### src/rtl/hash_ctrl_pkg.sv
// Package: register offsets, bit positions and the stored control word type
// shared by the control-register slice and its checker.
package hash_ctrl_pkg;
    localparam int DATA_W   = 32;
    localparam int NBW_W    = 4;

    localparam int OFF_CTRL = 'h0;
    localparam int OFF_DIN  = 'h4;
    localparam int OFF_CMD  = 'h8;

    localparam int B_INIT   = 2;
    localparam int B_DMAE   = 3;
    localparam int B_DTYPE  = 4;   // two bits
    localparam int B_MODE   = 6;
    localparam int B_ALGO0  = 7;
    localparam int B_NBW    = 8;   // NBW_W bits
    localparam int B_FULL   = 12;
    localparam int B_MULTI  = 13;
    localparam int B_KEY    = 16;
    localparam int B_ALGO1  = 18;
    localparam int B_FIN    = 0;   // in the command register

    localparam logic [DATA_W-1:0] RSV_MASK = 32'hFFFA_C003;

    typedef struct packed {
        logic [1:0] algo;
        logic       key_req;
        logic       multi_dma;
        logic       hmac;
        logic [1:0] dtype;
        logic       dma_en;
    } ctrl_t;
endpackage

### src/rtl/hash_ctrl_cfg.sv
// Control word storage. Holds the writable fields and latches the key-length
// choice at start time. Assumes one write per cycle, decoded by the parent.
module hash_ctrl_cfg
    import hash_ctrl_pkg::*;
#(
    parameter int W = DATA_W
) (
    input  logic         clk,
    input  logic         rst_n,
    input  logic         wr_ctrl,
    input  logic [W-1:0] wdata,
    output ctrl_t        ctrl_q,
    output logic         key_long_q,
    output logic         init_req
);
    ctrl_t ctrl_d;

    // Start request is a write-one pulse, never stored.
    assign init_req = wr_ctrl && wdata[B_INIT];

    // Unpack the writable fields from the bus word.
    always_comb begin
        ctrl_d.algo      = {wdata[B_ALGO1], wdata[B_ALGO0]};
        ctrl_d.key_req   = wdata[B_KEY];
        ctrl_d.multi_dma = wdata[B_MULTI];
        ctrl_d.hmac      = wdata[B_MODE];
        ctrl_d.dtype     = wdata[B_DTYPE +: 2];
        ctrl_d.dma_en    = wdata[B_DMAE];
    end

    // Store the control word on a control-register write.
    always_ff @(posedge clk) begin
        if (!rst_n)       ctrl_q <= '0;
        else if (wr_ctrl) ctrl_q <= ctrl_d;
    end

    // Capture the key length only at start; plain mode forces a short key.
    always_ff @(posedge clk) begin
        if (!rst_n)        key_long_q <= 1'b0;
        else if (init_req) key_long_q <= wdata[B_MODE] && wdata[B_KEY];
    end
endmodule

### src/rtl/hash_ctrl_seq.sv
// Command sequencing: start/finish pulses, data-present flag and data-word
// forwarding. Assumes init, software finish and data writes are mutually
// exclusive (single bus); dma_done may coincide with any of them.
module hash_ctrl_seq #(
    parameter int W = 32
) (
    input  logic         clk,
    input  logic         rst_n,
    input  logic         init_req,
    input  logic         fin_req,
    input  logic         din_wr,
    input  logic [W-1:0] wdata,
    input  logic         dma_done,
    input  logic         multi_dma,
    output logic         din_full,
    output logic         start_o,
    output logic         finish_o,
    output logic         din_vld_o,
    output logic [W-1:0] din_o
);
    logic fin_any;

    // A DMA completion finishes the message unless multi-transfer is set.
    assign fin_any = fin_req || (dma_done && !multi_dma);

    // Register the one-cycle pulses toward the core.
    always_ff @(posedge clk) begin
        if (!rst_n) begin
            start_o   <= 1'b0;
            finish_o  <= 1'b0;
            din_vld_o <= 1'b0;
        end else begin
            start_o   <= init_req;
            finish_o  <= fin_any;
            din_vld_o <= din_wr;
        end
    end

    // Hold the last written data word for the core.
    always_ff @(posedge clk) begin
        if (!rst_n)      din_o <= '0;
        else if (din_wr) din_o <= wdata;
    end

    // Data-present flag: a clear takes priority over a set.
    always_ff @(posedge clk) begin
        if (!rst_n)                     din_full <= 1'b0;
        else if (init_req || fin_any)   din_full <= 1'b0;
        else if (din_wr)                din_full <= 1'b1;
    end
endmodule

### src/rtl/hash_ctrl_regs.sv
// Top of the hash control-register slice: address decode, readback mux and
// the two sub-blocks. Reads are combinational, writes take one edge.
module hash_ctrl_regs
    import hash_ctrl_pkg::*;
#(
    parameter int ADDR_W = 4
) (
    input  logic              clk,
    input  logic              rst_n,
    input  logic              bus_we,
    input  logic [ADDR_W-1:0] bus_addr,
    input  logic [31:0]       bus_wdata,
    output logic [31:0]       bus_rdata,
    input  logic [NBW_W-1:0]  core_nbw,
    input  logic              dma_done,
    output logic [1:0]        cfg_algo,
    output logic              cfg_hmac,
    output logic [1:0]        cfg_dtype,
    output logic              cfg_dma_en,
    output logic              cfg_key_long,
    output logic              core_start,
    output logic              core_finish,
    output logic              core_din_valid,
    output logic [31:0]       core_din
);
    localparam logic [ADDR_W-1:0] A_CTRL = ADDR_W'(OFF_CTRL);
    localparam logic [ADDR_W-1:0] A_DIN  = ADDR_W'(OFF_DIN);
    localparam logic [ADDR_W-1:0] A_CMD  = ADDR_W'(OFF_CMD);

    ctrl_t ctrl_q;
    logic  wr_ctrl, wr_din, fin_req, init_req, din_full, multi_dma;

    // Decode writes to the three offsets.
    assign wr_ctrl   = bus_we && (bus_addr == A_CTRL);
    assign wr_din    = bus_we && (bus_addr == A_DIN);
    assign fin_req   = bus_we && (bus_addr == A_CMD) && bus_wdata[B_FIN];
    assign multi_dma = ctrl_q.multi_dma;

    hash_ctrl_cfg #(.W(DATA_W)) u_cfg (
        .clk        (clk),
        .rst_n      (rst_n),
        .wr_ctrl    (wr_ctrl),
        .wdata      (bus_wdata),
        .ctrl_q     (ctrl_q),
        .key_long_q (cfg_key_long),
        .init_req   (init_req)
    );

    hash_ctrl_seq #(.W(DATA_W)) u_seq (
        .clk       (clk),
        .rst_n     (rst_n),
        .init_req  (init_req),
        .fin_req   (fin_req),
        .din_wr    (wr_din),
        .wdata     (bus_wdata),
        .dma_done  (dma_done),
        .multi_dma (multi_dma),
        .din_full  (din_full),
        .start_o   (core_start),
        .finish_o  (core_finish),
        .din_vld_o (core_din_valid),
        .din_o     (core_din)
    );

    // Drive configuration outputs from the stored word.
    assign cfg_algo   = ctrl_q.algo;
    assign cfg_hmac   = ctrl_q.hmac;
    assign cfg_dtype  = ctrl_q.dtype;
    assign cfg_dma_en = ctrl_q.dma_en;

    // Readback: only the control word returns data; reserved bits stay 0.
    always_comb begin
        bus_rdata = '0;
        if (bus_addr == A_CTRL) begin
            bus_rdata[B_DMAE]          = ctrl_q.dma_en;
            bus_rdata[B_DTYPE +: 2]    = ctrl_q.dtype;
            bus_rdata[B_MODE]          = ctrl_q.hmac;
            bus_rdata[B_ALGO0]         = ctrl_q.algo[0];
            bus_rdata[B_NBW +: NBW_W]  = core_nbw;
            bus_rdata[B_FULL]          = din_full;
            bus_rdata[B_MULTI]         = ctrl_q.multi_dma;
            bus_rdata[B_KEY]           = ctrl_q.key_req;
            bus_rdata[B_ALGO1]         = ctrl_q.algo[1];
        end
    end
endmodule

### config.mk
export PLATFORM = sky130hd
export DESIGN_NAME = hash_ctrl_regs
export DESIGN_NICKNAME = d
export VERILOG_FILES = /design/src/rtl/hash_ctrl_pkg.sv /design/src/rtl/hash_ctrl_cfg.sv /design/src/rtl/hash_ctrl_seq.sv /design/src/rtl/hash_ctrl_regs.sv
export SDC_FILE = /design/constraint.sdc
export NUM_CORES = 1
export LEC_CHECK = 0
export BUFFER_PORTS_ARGS = -buffer_cell sky130_fd_sc_hd__buf_2
export CAP_MARGIN = 20
export CORE_AREA = 2 2 74 76
export CTS_CLUSTER_SIZE = 20
export DETAILED_ROUTE_END_ITERATION = 7
export DIE_AREA = 0 0 76 78
export PLACE_DENSITY = 0.73
export SLEW_MARGIN = 10
export SYNTH_ARGS = -nofsm -noshare
export SYNTH_HDL_FRONTEND = slang
export SYNTH_HIERARCHICAL = 1
export SYNTH_SLANG_ARGS = --single-unit
### constraint.sdc
create_clock -name clk -period 1.85 [get_ports clk]
set_input_delay 0.37 -clock clk [delete_from_list [all_inputs] [get_ports clk]]
set_output_delay 0.37 -clock clk [all_outputs]
set_load 0.005 [all_outputs]
# ---- Yosys cells after proc, flatten, opt, wreduce, memory -nomap -nowiden
# Index checks and enable logic that the tools add are counted.
dict set report totals {
  register_bits 45
  latch_bits 0
  ramBits 0
  romBits 0
  output_inout_bits 74
  wordCells 30
  memories 0
}
dict set report classes {
  addsub 0
  multipliers 0
  n_div 0
  order_cmp 0
  n_eq_ne 2
  shift 0
  mux 3
  bitwise_logic 1
  reduce_logical 12
}
# operator n
set op_table {}
lappend op_table {{$mux 11} 1}
lappend op_table {{$logic_and 1x1->1} 7}
lappend op_table {{$eq 4x3->1 const B} 1}
lappend op_table {{$eq 4x4->1 const B} 1}
lappend op_table {{$logic_not 4->1} 1}
lappend op_table {{$logic_or 1x1->1} 2}
lappend op_table {{$mux 1} 2}
lappend op_table {{$reduce_or 2->1} 1}
lappend op_table {{$logic_not 1->1} 1}
lappend op_table {{$not 1->1} 1}

# ---- Depth between registers and ports, before layout
# Gate-level depths: netlist of the first run.
dict set report logic_depth {
  ltp_word 6
  ltp_mapped 6
  ltp_nobuf 5
}

# ---- By module
# Netlist of the first run, hierarchy kept.
# module instances cells_per_inst area_per_inst_um2 seq_area_each_um2
set by_module_without_submodules {}
lappend by_module_without_submodules {hash_ctrl_seq 1 114 1372.6 720.7}
lappend by_module_without_submodules {hash_ctrl_cfg 1 30 352.8 180.2}
lappend by_module_without_submodules {hash_ctrl_regs 1 40 290.3 0.0}

# ---- Worst setup path before layout of the first run
# OpenSTA, ideal clock, no wires.
dict set report synth_timing {
  path_kind {input -> register}
  from {in bus_addr[1]}
  to {reg u_seq.din_full}
  setup_ps 129
  arrival_ps 1337
  required_time_ps 1721
  slack_ps 384
  cell_stages 6
  n_path_buf 1
  cell_sequence {nor4_4 > and2_1 > buf_6 > and2_2 > nand2b_1 > nor4_2}
}
dict set report synth_between {
  elab_cells_between_ends 11
  cone_classes {eq/ne: 2; reduce/logical: 9}
}
# item line_no
set synth_rtl {}
lappend synth_rtl {{start, declared} hash_ctrl_regs.sv:11} ;# input logic [ADDR_W-1:0] bus_addr,
lappend synth_rtl {{$logic_not 4->1} hash_ctrl_regs.sv:34} ;# assign wr_ctrl = bus_we && (bus_addr == A_CTRL);
lappend synth_rtl {{$logic_and 1x1->1} hash_ctrl_regs.sv:34}
lappend synth_rtl {{named net wr_ctrl} hash_ctrl_regs.sv:31} ;# logic wr_ctrl, wr_din, fin_req, init_req, din_full, multi_dma;
lappend synth_rtl {{$logic_and 1x1->1} hash_ctrl_cfg.sv:19} ;# assign init_req = wr_ctrl && wdata[B_INIT];
lappend synth_rtl {{named net init_req} hash_ctrl_regs.sv:31}
lappend synth_rtl {{$logic_or 1x1->1} hash_ctrl_seq.sv:48} ;# else if (init_req || fin_any) din_full <= 1'b0;
lappend synth_rtl {{$reduce_or 2->1 (no source line)} --}
lappend synth_rtl {{end signal, assigned} hash_ctrl_seq.sv:47} ;# if (!rst_n) din_full <= 1'b0;
lappend synth_rtl {{end signal, assigned} hash_ctrl_seq.sv:48}
lappend synth_rtl {{end signal, assigned} hash_ctrl_seq.sv:49} ;# else if (din_wr) din_full <= 1'b1;
lappend synth_rtl {{end, declared} hash_ctrl_seq.sv:15} ;# output logic din_full,
# The timed path passes the listed nets, and every way through them passes these cells.
# A chain may end at the register's enable or synchronous reset.

# ---- Worst setup path after layout of the first run
dict set report layout_timing {
  from {in bus_addr[1]}
  to {out bus_rdata[13]}
}
dict set report layout_between {
  elab_chain_cells 2
}
# item line_no
set layout_rtl {}
lappend layout_rtl {{$logic_not 4->1} hash_ctrl_regs.sv:74} ;# if (bus_addr == A_CTRL) begin
lappend layout_rtl {{$mux 11} hash_ctrl_regs.sv:74}
lappend layout_rtl {{end, declared} hash_ctrl_regs.sv:13} ;# output logic [31:0] bus_rdata,
# Every way passes these cells.

==> summary.md, run 1 <==
| Metric | Value |
|---|---|
| Sequential Power Share | `52.3%` |
| Combinational share of power | `7.9%` |
| Post-Layout Cell Count | `355` |
| CTS tree | `yes` |
| Total gr overflow | `0` |
| Data arrival, critical path | `1.27 ns` |
| Largest net degree at the start of global routing | `28` |
| Sequential fraction of the synthesis area | `44.7%` |
| Leak | `1.17 nW` |
| DP Area | `2490 um^2` |
| Slew Limit Fails | `0` |
| Ys flop type | `dfxtp_1` |
| Row Count | `26` |
| DRT antenna net count | `0` |
| Sum Neg Setup Slack | `0 ns` |
| Synth area leaders | `dfxtp_1 45%, mux2i_1 20%, nor2b_1 13%` |
| Global-route wire length before repair | `6690 um` |
| Hold path depth | `3` |
| Syn avg cell area | `11.0 um^2` |
| IO Count | `118` |
| Status | `finished clean` |
| Initial drt markers | `16` |
| Unrepaired setup endpoints after global routing | `no` |
| Dpl hpwl | `3140 um` |
| Combined area of the multi-input logic cells | `941 um^2` |
| Die area | `5930 um^2` |
| Fin area | `2610 um^2` |
| Req. time, crit path | `1.48 ns` |
| All-layer global routing usage | `14.1%` |
| Area leader, netlist | `dfxtp_1` |
| Vias post-DR | `1516` |
| Mapped cell area | `2020 um^2` |
| Clock Tree Buf Depth | `2` |
| Synth top area share | `44.7%` |
| Cell Int Power | `1.50 mW` |
| Clock Power Share | `39.8%` |
| Initial antenna violation count | `0` |
| Insertion delay to the later sink of the worst-skew pair | `0.29 ns` |
| Min-delay src | `bus_wdata[11]` |
| Worst Hold Class | `input port to flip-flop` |
| Placed Instances | `347` |
| Hold_ws | `0.337 ns` |
| Critical path capture point type | `output port` |
| Post-synth cell types | `22` |
| Drt total wl | `4120 um` |
| Minimum clock period | `1.64 ns` |
| Proportion of layout cells with a drive suffix above 1 | `40.0%` |
| CTS Buf Count | `5` |
| Worst r2r path cells | `2` |
| Syn. warnings | `6` |
| Initial Util | `40.0%` |
| Fin. Hold Viols | `0` |
| Worst-path clk slew | `0.08 ns` |
| FMAX | `0.610 GHz` |
| Clock Skews | `0.00106 ns` |
| Ys async rst share | `0%` |
| DIE HEIGHT | `78 um` |
| FF/Latch Area | `901 um^2` |
| Critical path fanouts, max | `13` |
| R2r startpoint | `u_cfg/ctrl_q[4]$_SDFFE_PN0P_` |
| Startpoint type of the worst setup path | `input port` |
| Most frequent cell after synthesis | `dfxtp_1` |
| Cell count after synthesis | `184` |
| Pre-CTS setup slack | `0.196 ns` |
| Maxcap violations | `0` |
| DRC violations left | `0` |
| Setup ws final | `0.210 ns` |
| Final net count | `328` |
| Fillers | `479` |
| Vias in the first global route | `1389` |
| Synth cell count leaders | `45 x dfxtp_1, 41 x nor2b_1, 40 x mux2i_1, 19 x buf_4, 16 x and2_1` |
| Final core utilization | `51.8%` |
| Switching Fraction | `20.4%` |
| Final period util | `88.7%` |
| Die Wd | `76 um` |
| Resized cells post-CTS | `0` |
| Clk root buf | `clkbuf_8` |
| Total power | `1.89 mW` |
| Flops & latches, synth | `45` |
| DR WL/cell | `11.6 um` |
| First-pass detailed-route iteration total | `2` |
| Port Buffers | `98` |
| WHS Endpoint | `u_seq/din_o[11]$_SDFFE_PN0P_` |
| Max IR drop VDD | `0.000456 V` |
| Power Density | `723 nW/um^2` |
| Core footprint | `5040 um^2` |
| Vias per cell | `4.27` |
| Number of flops mapped to enable cells by yosys | `0` |
| Psw | `0.386 mW` |
| CTS H-tree lvls | `2` |
| N_diodes | `0` |
| Type of the worst setup path | `input port to output port` |
| Register-to-register setup slack | `1.10 ns` |
| CTS Hold Bufs | `0` |
| Worst R2R End | `u_seq/din_full$_SDFFE_PP0P_` |
| Area grow syn2layout | `29.5%` |
| Clock sink count | `45` |
| Routability-driven placement congestion ratio | `0.779` |
| Setup violators final | `0` |
| Post-CTS Setup Bufs | `0` |
## registers in the layout, indices dropped and copies added, names as in the netlist
signal	cells
u_cfg/ctrl_q	8
u_seq/din_o	32
u_seq/din_full	1
u_seq/start_o	1
u_cfg/key_long_q	1
u_seq/finish_o	1
u_seq/din_vld_o	1
## worst max path at each step
stage               cells past startpoint        start  slack [ns]                     endpoint
floorplan                               6  bus_addr[1]        0.38  u_seq/din_full$_SDFFE_PP0P_
CTS                                     5  bus_addr[1]        0.19                bus_rdata[16]
finish                                  5  bus_addr[1]        0.21                bus_rdata[13]
global route                            5  bus_addr[1]        0.12                bus_rdata[13]
global placement                        5  bus_addr[1]        0.22                bus_rdata[16]
detailed placement                      5  bus_addr[1]        0.20                bus_rdata[16]
## power by group through the flow
stage	sequential, mW	clock [mW]	combinational (mW)
final	0.986	0.751	0.150
after global placement	1.01	0	0.150
after CTS	0.987	0.779	0.152
after detailed placement	1.01	0	0.152
after floorplan	1.01	0	0.0976
after global routing	0.988	0.814	0.166
## cell families after synthesis
family / synth area share (%)
compound gates: 1.24
flops: 44.7
simple gates: 21.7
mux: 19.9
buf+inv: 12.3
other cells: 0.186
## layout make-up
| cell class | instances | area share, % |
|---|---|---|
| Clock buffer | 7 | 3.31 |
| Sequential cell | 45 | 34.5 |
| Clock inverter | 1 | 1.15 |
| Tap cell | 70 | 3.35 |
| Multi-Input combinational cell | 129 | 36.0 |
| Timing Repair Buffer | 103 | 21.7 |
## cell usage in the layout (no fill, tap or decap), types with 2 or more instances in the layout
| cell type | netlist | final |
|---|---|---|
| dfxtp_1 | 45 | 45 |
| buf_4 | 19 | 2 |
| buf_2 | 0 | 98 |
| and2_1 | 16 | 16 |
| conb_1 | 1 | 19 |
| mux2i_1 | 40 | 40 |
| clkbuf_8 | 0 | 6 |
| nor4_2 | 1 | 2 |
| nor2b_1 | 41 | 41 |
| buf_12 | 3 | 3 |
## routing by layer
metal  vias to the layer above  track usage [%]  share of wire (%)
met3                         4             3.26                5.5
li1                        761                -                  -
met2                        54             25.3                 52
met5                         -                0                  0
met4                         0             5.45                1.3
met1                       697             16.3                 41
## worst max-delay path: stages
cell	delay, ns
buf_2	0.13
nor4_4	0.28
buf_4	0.22
and2_1	0.16
buf_2	0.11
No activity file was read; power rests on OpenSTA's default activity.
==> inputs of run 2 (changes only) <==
--- a/config.mk
+++ b/config.mk
@@ -11,6 +11,7 @@
 export CTS_CLUSTER_SIZE = 20
 export DETAILED_ROUTE_END_ITERATION = 7
 export DIE_AREA = 0 0 76 78
+export GPL_TIMING_DRIVEN = 0
 export PLACE_DENSITY = 0.73
 export SLEW_MARGIN = 10
 export SYNTH_ARGS = -nofsm -noshare
==> run 2 against run 1 <==
Global-route usage rose by 0.97 points; clock power fell by 22%; sequential share of layout area shrank 1.7 points; total power decreased by 7.2%; register-to-register slack is essentially flat; critical path depth did not move; setup slack lost 0.075 ns; wire length rose by 4.0%; utilization grew 2.7 points; final cell count is 6.5% higher; worst hold slack got worse by 0.00095 ns; sequential power hardly changed; largest cell class unchanged.
==> summary.md, run 2 (same netlist as run 1, synthesis figures left out) <==
| Metric | Value |
|---|---|
| Insertion delay to the later sink of the worst-skew pair | `0.29 ns (about the same)` |
| Total power | `1.75 mW (-7.2%)` |
| DIE HEIGHT | `78 um (unchanged)` |
| Vias per cell | `4.12 (-3.6%)` |
| Critical path fanouts, max | `10 (-3)` |
| Fin. Hold Viols | `0 (unchanged)` |
| Unrepaired setup endpoints after global routing | `no` |
| Register with the most flip-flops | `u_seq/din_o` |
| Proportion of layout cells with a drive suffix above 1 | `42.9% (+2.9 points)` |
| Setup violators final | `0 (unchanged)` |
| Final period util | `92.7% (+4.1 points)` |
| Post-Layout Cell Count | `378 (+6.5%)` |
| DRC violations left | `0 (unchanged)` |
| Max IR drop VDD | `0.000391 V (-14%)` |
| Sequential Power Share | `56.3% (+4.0 points)` |
| Vias in the first global route | `1398 (+0.65%)` |
| Worst-path clk slew | `0.08 ns (about the same)` |
| Initial antenna violation count | `0 (unchanged)` |
| Largest net degree at the start of global routing | `19 (-32%)` |
| CTS H-tree lvls | `2 (unchanged)` |
| Data arrival, critical path | `1.35 ns (+0.08 ns)` |
| Critical Path Max Stage Delay | `0.43 ns (+0.15 ns)` |
| Vias post-DR | `1556 (+2.6%)` |
| Most common cell after layout, fill and taps aside | `buf_2` |
| Post-CTS Setup Bufs | `0 (unchanged)` |
| Row Count | `26 (unchanged)` |
| Drt total wl | `4290 um (+4.0%)` |
| Total gr overflow | `0 (unchanged)` |
| Clock Power Share | `33.4% (-6.4 points)` |
| Minimum clock period | `1.72 ns (+0.0753 ns)` |
| Clock Skews | `0.000674 ns (-0.000383 ns)` |
| Global-route wire length before repair | `7020 um (+4.9%)` |
| Clock Tree Buf Depth | `2 (unchanged)` |
| Dpl hpwl | `3300 um (+5.0%)` |
| Initial drt markers | `44 (+28)` |
| Placed Instances | `370 (+6.6%)` |
| Top cell by count, worst path | `buf_2` |
| Area grow syn2layout | `36.2%` |
| First-pass detailed-route iteration total | `4 (+2)` |
| All-layer global routing usage | `15.0% (+0.97 points)` |
| Slew Limit Fails | `0 (unchanged)` |
| Power Density | `638 nW/um^2 (-12%)` |
| Biggest regs | `u_seq/din_o: 32 flops, u_cfg/ctrl_q: 8 flops` |
| Routability-driven placement congestion ratio | `0.795 (+2.1%)` |
| CTS Buf Count | `5 (unchanged)` |
| Maxcap violations | `0 (unchanged)` |
| CTS tree | `yes` |
| Die area | `5930 um^2 (unchanged)` |
| Initial Util | `40.0% (unchanged)` |
| Req. time, crit path | `1.48 ns (about the same)` |
| Clock sink count | `45 (unchanged)` |
| DRT antenna net count | `0 (unchanged)` |
| Die Wd | `76 um (unchanged)` |
| DR WL/cell | `11.3 um (-2.3%)` |
| N_diodes | `0 (unchanged)` |
| IO Count | `118 (unchanged)` |
| Crit-path cells | `buf_2, nor4_4, buf_6, and2_1, buf_2` |
| Final core utilization | `54.4% (+2.7 points)` |
| Final net count | `351 (+7.0%)` |
| Critical path capture point type | `output port` |
| Psw | `0.397 mW (+3.0%)` |
| Type of the worst setup path | `input port to output port` |
| CTS Hold Bufs | `0 (unchanged)` |
| Clk root buf | `clkbuf_8` |
| Most frequent cells in the layout | `98 x buf_2, 45 x dfxtp_1, 41 x nor2b_1` |
| Slowest-stage cell, CP | `nor4_4` |
| Port Buffers | `98 (unchanged)` |
| Core footprint | `5040 um^2 (unchanged)` |
| Startpoint type of the worst setup path | `input port` |
| Status | `finished clean` |
| Cell Int Power | `1.35 mW (-9.9%)` |
| Combinational share of power | `10.3% (+2.4 points)` |
| Number of flip-flops in the largest register | `32 (unchanged)` |
| Leak | `1.26 nW (+8.0%)` |
| Switching Fraction | `22.7% (+2.3 points)` |
| FMAX | `0.583 GHz (-4.4%)` |
| Resized cells post-CTS | `0 (unchanged)` |
| Worst Hold Class | `input port to flip-flop` |
[run 2: cell types whose count changed in the layout (fill, tap and decap cells not counted), sizes merged]
cell	before	now
clkbuf	7	10
clkinvlp	0	1
buf	103	123
bufinv	1	0
[run 2: critical path, delay by kind of cell]
family | cells | cell delay (ns)
simple gates | 2 | 0.55
buf+inv | 3 | 0.43
[run 2: path summary, 6_finish.rpt]
| path | startpoint | to | slack [ns] | cells past startpoint |
|---|---|---|---|---|
| max | bus_addr[1] | bus_rdata[7] | 0.13 | 5 |
| min | bus_wdata[24] | u_seq/din_o[24]$_SDFFE_PN0P_ | 0.34 | 3 |
| max reg2reg | u_cfg/ctrl_q[4]$_SDFFE_PN0P_ | u_seq/din_full$_SDFFE_PP0P_ | 1.11 | 2 |
| min reg2reg | u_seq/din_full$_SDFFE_PP0P_ | u_seq/din_full$_SDFFE_PP0P_ | 0.51 | 2 |
[run 2: final cells by class]
cell class,count,area (um^2)
fillers,478,2300
multi-input cells,129,935
flip-flops and latches,45,901
repair buffers,98,490
plain buffers,28,248
well taps,70,87.6
clock buffers,7,76.3
clock inverters,1,7.51
[run 2: through the flow]
stage               setup TNS, ns  hold slack [ns]  instance area, um^2  setup WS [ns]
global placement                0            0.489                 2660         0.0102
CTS                             0            0.324                 2750         0.0884
global route                    0            0.326                 2750         0.0342
detailed placement       -0.00861            0.491                 2660       -0.00861
floorplan                       0            0.474                 2080          0.384
finish                          0            0.336                 2750          0.134
[run 2: metal layers]
layer	GRT usage, %	share of wire (%)	vias up
met1	17.6	41	687
li1	-	-	811
met5	0	0	-
met2	25.8	53	52
met4	6.55	1.6	0
met3	4.30	5.0	6
[run 2: power groups by stage]
| stage | Combinational (mW) | Sequential (mW) | Clock (mW) |
|---|---|---|---|
| 2_1_floorplan | 0.0976 | 1.01 | 0 |
| 3_5_place_dp | 0.181 | 1.01 | 0 |
| 4_1_cts | 0.181 | 0.987 | 0.618 |
| 6_report | 0.180 | 0.986 | 0.584 |
| 3_3_place_gp | 0.179 | 1.01 | 0 |
| 5_1_grt | 0.200 | 0.989 | 0.661 |
